### src/rtl/ess_pkg.sv
package ess_pkg;
   // Role of a state bank within one system cycle.
   typedef enum logic {
      BANK_ZERO = 1'b0,
      BANK_ONE  = 1'b1
   } ess_bank_e;

   function automatic ess_bank_e ess_other(input ess_bank_e b);
      return (b == BANK_ZERO) ? BANK_ONE : BANK_ZERO;
   endfunction
endpackage

### src/rtl/ess_mem.sv
// One state bank: synchronous read, one write port, cleared on reset.
module ess_mem #(
   parameter int WIDTH = 32,
   parameter int DEPTH = 16,
   localparam int AW   = (DEPTH > 1) ? $clog2(DEPTH) : 1
) (
   input  logic             clk,
   input  logic             rst_n,
   input  logic             rd_en,
   input  logic [AW-1:0]    rd_addr,
   output logic [WIDTH-1:0] rd_data,
   input  logic             we,
   input  logic [AW-1:0]    wr_addr,
   input  logic [WIDTH-1:0] wr_data
);
   logic [WIDTH-1:0] cells [DEPTH];

   always_ff @(posedge clk or negedge rst_n) begin
      if (!rst_n) begin
         for (int i = 0; i < DEPTH; i++) cells[i] <= '0;
         rd_data <= '0;
      end else begin
         if (rd_en) rd_data <= cells[rd_addr];
         if (we)    cells[wr_addr] <= wr_data;
      end
   end
endmodule

### src/rtl/ess_link_mem.sv
// Link memory with write-back comparison; reads return pre-write data.
module ess_link_mem #(
   parameter int WIDTH = 16,
   parameter int DEPTH = 16,
   localparam int AW   = (DEPTH > 1) ? $clog2(DEPTH) : 1
) (
   input  logic             clk,
   input  logic             rst_n,
   input  logic             rd_en,
   input  logic [AW-1:0]    rd_addr,
   output logic [WIDTH-1:0] rd_data,
   input  logic             we,
   input  logic [AW-1:0]    wr_addr,
   input  logic [WIDTH-1:0] wr_data,
   output logic             differs
);
   logic [WIDTH-1:0] cells [DEPTH];
   logic [WIDTH-1:0] stored_at_wr;

   assign stored_at_wr = cells[wr_addr];

   always_ff @(posedge clk or negedge rst_n) begin
      if (!rst_n) begin
         for (int i = 0; i < DEPTH; i++) cells[i] <= '0;
         rd_data <= '0;
         differs <= 1'b0;
      end else begin
         if (rd_en) rd_data <= cells[rd_addr];
         if (we)    cells[wr_addr] <= wr_data;
         differs <= we && (wr_data != stored_at_wr);
      end
   end
endmodule

### src/rtl/ess_bank_ctrl.sv
// Tracks which bank holds previous state; flips on swap.
module ess_bank_ctrl
   import ess_pkg::*;
(
   input  logic      clk,
   input  logic      rst_n,
   input  logic      swap,
   output ess_bank_e old_bank
);
   always_ff @(posedge clk or negedge rst_n) begin
      if (!rst_n)    old_bank <= BANK_ZERO;
      else if (swap) old_bank <= ess_other(old_bank);
   end
endmodule

### src/rtl/ent_state_store.sv
module ent_state_store
   import ess_pkg::*;
#(
   parameter int N_ENT   = 16,
   parameter int STATE_W = 32,
   parameter int LINK_W  = 16,
   localparam int IDX_W  = (N_ENT > 1) ? $clog2(N_ENT) : 1
) (
   input  logic               clk,
   input  logic               rst_n,
   input  logic               rd_en,
   input  logic [IDX_W-1:0]   rd_idx,
   input  logic               wr_en,
   input  logic [IDX_W-1:0]   wr_idx,
   input  logic [STATE_W-1:0] new_state,
   input  logic [LINK_W-1:0]  new_link,
   input  logic               swap,
   output logic               rd_valid,
   output logic [STATE_W-1:0] old_state,
   output logic [LINK_W-1:0]  old_link,
   output logic               link_chg,
   output logic               bank_sel
);
   localparam int N_BANK = 2;

   if (N_ENT < 2)   begin : g_bad_ent   $error("N_ENT must be at least 2"); end
   if (STATE_W < 1) begin : g_bad_state $error("STATE_W must be positive"); end
   if (LINK_W < 1)  begin : g_bad_link  $error("LINK_W must be positive");  end

   ess_bank_e              old_bank;
   ess_bank_e              rd_bank_q;
   logic [STATE_W-1:0]     bank_rd [N_BANK];

   ess_bank_ctrl u_ctrl (
      .clk      (clk),
      .rst_n    (rst_n),
      .swap     (swap),
      .old_bank (old_bank)
   );

   for (genvar b = 0; b < N_BANK; b++) begin : g_bank
      logic bank_we;
      // Only the bank not holding previous state accepts writes.
      assign bank_we = wr_en && (old_bank != ess_bank_e'(b));
      ess_mem #(.WIDTH(STATE_W), .DEPTH(N_ENT)) u_mem (
         .clk     (clk),
         .rst_n   (rst_n),
         .rd_en   (rd_en),
         .rd_addr (rd_idx),
         .rd_data (bank_rd[b]),
         .we      (bank_we),
         .wr_addr (wr_idx),
         .wr_data (new_state)
      );
   end

   ess_link_mem #(.WIDTH(LINK_W), .DEPTH(N_ENT)) u_link (
      .clk     (clk),
      .rst_n   (rst_n),
      .rd_en   (rd_en),
      .rd_addr (rd_idx),
      .rd_data (old_link),
      .we      (wr_en),
      .wr_addr (wr_idx),
      .wr_data (new_link),
      .differs (link_chg)
   );

   always_ff @(posedge clk or negedge rst_n) begin
      if (!rst_n) begin
         rd_valid  <= 1'b0;
         rd_bank_q <= BANK_ZERO;
      end else begin
         rd_valid <= rd_en;
         if (rd_en) rd_bank_q <= old_bank;
      end
   end

   assign old_state = (rd_bank_q == BANK_ONE) ? bank_rd[1] : bank_rd[0];
   assign bank_sel  = old_bank;
endmodule

### config.mk
export PLATFORM = sky130hd
export DESIGN_NAME = ent_state_store
export DESIGN_NICKNAME = d
export VERILOG_FILES = /design/src/rtl/ess_pkg.sv /design/src/rtl/ess_mem.sv /design/src/rtl/ess_link_mem.sv /design/src/rtl/ess_bank_ctrl.sv /design/src/rtl/ent_state_store.sv
export SDC_FILE = /design/constraint.sdc
export NUM_CORES = 2
export LEC_CHECK = 0
export ABC_CLOCK_PERIOD_IN_PS = 3900
export CORE_MARGIN = 4
export CORE_UTILIZATION = 50
export CTS_CLUSTER_SIZE = 8
export DETAILED_ROUTE_END_ITERATION = 10
export HOLD_SLACK_MARGIN = 0.12
export MAX_ROUTING_LAYER = met4
export PLACE_DENSITY = 0.77
export RECOVER_POWER = 25
export SYNTH_ARGS = -nofsm -noshare
export SYNTH_HDL_FRONTEND = slang
export SYNTH_SLANG_ARGS = --single-unit
### constraint.sdc
create_clock -name clk -period 3.9 [get_ports clk]
set_input_delay 0.78 -clock clk [delete_from_list [all_inputs] [get_ports clk]]
set_output_delay 0.78 -clock clk [all_outputs]
set_load 0.01 [all_outputs]
==> reports/metrics.cfg <==
[outcome]
status = finished, violations left
violations = capacitance limit, slew limit

[finish]
design_area_um2 = 71400
mostFrequentLayoutCells = mux2_2 (1,381), dfrtp_1 (1,362), mux4_2 (450), clkbuf_16 (193), clkdlybuf4s50_1 (103)
final_common_cell = mux2_2
drive_gt1_share_pct = 57.1
area_growth_pct = 13.9
fin_nets = 3937

[floorplanning]
die_w_um = 362
die_area_um2 = 131000
rows = 129
core_um2 = 124000
ios = 112
initial_core_util_pct = 50.5
die_y_um = 362

[min_path]
min_from = g_bank[0].u_mem.cells[177]
hold_path_class = register to register

[worst_setup_path]
critPathKind = register to output port
start_kind = register
cp_max_fo = 20
cp.required_ns = 3.12
end_kind = output port
rr_startpoint = u_link.cells[160]
startpoint = rd_bank_q
arrival_ns = 2.91

[synth]
synth_cell_types = 39
syn_area_um2 = 62700
ys_warn_count = 0
postSynthCellCount = 3789
syn_area_per_cell_um2 = 16.6
synth_top_cell_area_share_pct = 54.4
synth_top_area_cell = dfrtp_1
yosysSeqAreaShare_pct = 54.4
async_flop_share_pct = 100
synth_edf_count = 0
syn-num-nets = 3850
synth-seq-cells = 1364
synthTopCellsByArea = dfrtp_1 (54%), mux2_2 (25%), mux4_2 (16%)
ys.flop_type = dfrtp_1

[sta]
grt_setup_unrepaired = false
fin_skew_ns = 0.0494
slew_headroom_pct = -51.0
finalSetupTns_ns = 0
fmax_ghz = 0.271
maxSlewViolCount = 316
fin_crit_sh_pct = 94.5
fin_crit_ns = 3.69
finalSetupViolCount = 0
hold_viol_final = 0
tightest_slew_ns = 2.27

[global_routing]
grt_usage_pct = 25.0
grt_pass1_vias = 37900
antenna_found_initial = 7
grt_overflow = 0
grt_pass1_wl_um = 241000
grt_max_degree = 151

[clock_tree]
max-clock-path-buffers = 3
clock-sinks = 1364
numCtsBuffers = 189
clk_pin_slew_ns = 0.05
root_buffer = clkbuf_16
clk_latency_ns = 0.79
cts_tree = yes
clock_tree.htree_level_count = 4

[routing]
remaining_drc_errors = 0
drtIter0Drc = 2577
drt_wl_total_um = 155000
drt_first_pass_iters = 5
num_vias = 35000
wl_per_cell_um = 28.0
viasPerCell = 6.31
ant_nets = 0

[run]
max-cap-violations = 6

[place]
port_buffers = 111
placedInstanceArea_um2 = 66400
gp_routability_congestion = 0.783
dp_hpwl_um = 86900

[power]
powerDensity_nw_per_um2 = 687
peakVddDrop_mv = 0.545
power_leakage_nw = 31.1

## through the flow
| stage | instances | hold slack (ns) | power, mW | utilization (%) | worst slack, ns |
|---|---|---|---|---|---|
| final | 5538 | 0.496 | 49.1 | 57.5 | 0.213 |
| after global routing | 5538 | 0.502 | 51.6 | 57.5 | 0.149 |
| after CTS | 5532 | 0.498 | 49.4 | 57.7 | 0.199 |
| after detailed placement | 5321 | 0.487 | 34.6 | 53.5 | -0.190 |
| after global placement | 5321 | 0.481 | 33.8 | 53.5 | -0.147 |
| after floorplan | 3789 | 0.462 | 30.7 | - | 0.764 |
## power breakdown
| group | leakage, nW | switching, mW | internal (mW) |
|---|---|---|---|
| Clock | 2.51 | 5.91 | 8.78 |
| Sequential | 17.3 | 3.01 | 19.7 |
| Combinational | 11.3 | 3.86 | 7.82 |
## layout make-up
type	count	area, µm²
flip-flops and latches	1364	34100
diodes	6	15.0
clock inverters	13	292
fillers	9169	52700
multi-input cells	2058	27300
inverters	4	15.0
repair buffers	259	2780
clock buffers	197	4850
well taps	1637	2050
## sequential cells by signal (all words and copies together) (netlist names)
register,count
u_ctrl.old_bank,1
u_link.differs,1
u_link.cells,256
rd_valid,1
u_link.rd_data,16
g_bank.u_mem.rd_data,64
g_bank.u_mem.cells,1024
rd_bank_q,1
## cell usage after synthesis, drive strengths merged, types with 2 or more instances
master and count:
and3 6, nand2b 5, nand3 18, a211oi 3
a221oi 7, nor2b 5, nand2 50, clkbuf 232
mux4 452, dfrtp 1364, buf 131, inv 4
mux2 1381, nor3 12, nor2 27, mux2i 30
o21ai 24, xor2 9, nand4 3, a31oi 2
xnor2 5, a21oi 4, a22oi 5
## worst paths after layout
path                                         endpoint  depth (start not counted)  slack (ns)
setup / recovery                        old_state[11]                          3        0.21
hold / removal             g_bank[0].u_mem.cells[177]                          1        0.50
setup reg to reg                       u_link.differs                          6        1.08
hold reg to reg            g_bank[0].u_mem.cells[177]                          1        0.50
max in group asynchronous  g_bank[0].u_mem.cells[283]                          4        0.51
min in group asynchronous           u_link.cells[218]                          2        0.59
## worst max-delay path, stage by stage (launching register included)
cell             delay, ns
dfrtp_2               0.82
buf_12                0.31
mux2_2                0.46
clkdlybuf4s50_1       0.51
## layer usage
layer	wire, µm	up-vias	GRT usage [%]
met5	0	-	-
met4	4730	0	7.89
met3	10200	294	5.59
met2	74000	1071	38.5
met1	65900	19200	33.7
li1	-	14400	-
## cell families (layout without fill, tap and decap cells)
kind of cell	count (synthesis)	after routing	share of synthesized area [%]
DFF	1364	1364	54.4
xor gates and xnor gates	14	14	0.196
and+or+nand+nor	130	130	0.944
AOI/OAI and AO/OA	51	51	0.519
buffers and inverters	367	473	2.40
muxes	1863	1863	41.5
other	0	6	0
## timing repair
item	4_1_cts	5_1_grt
hold buffers	1	0
buffers inserted	0	0
resized for setup	0	0
endpoints found under the hold margin	77	0
Note: power is estimated with default switching activity, not from simulation.
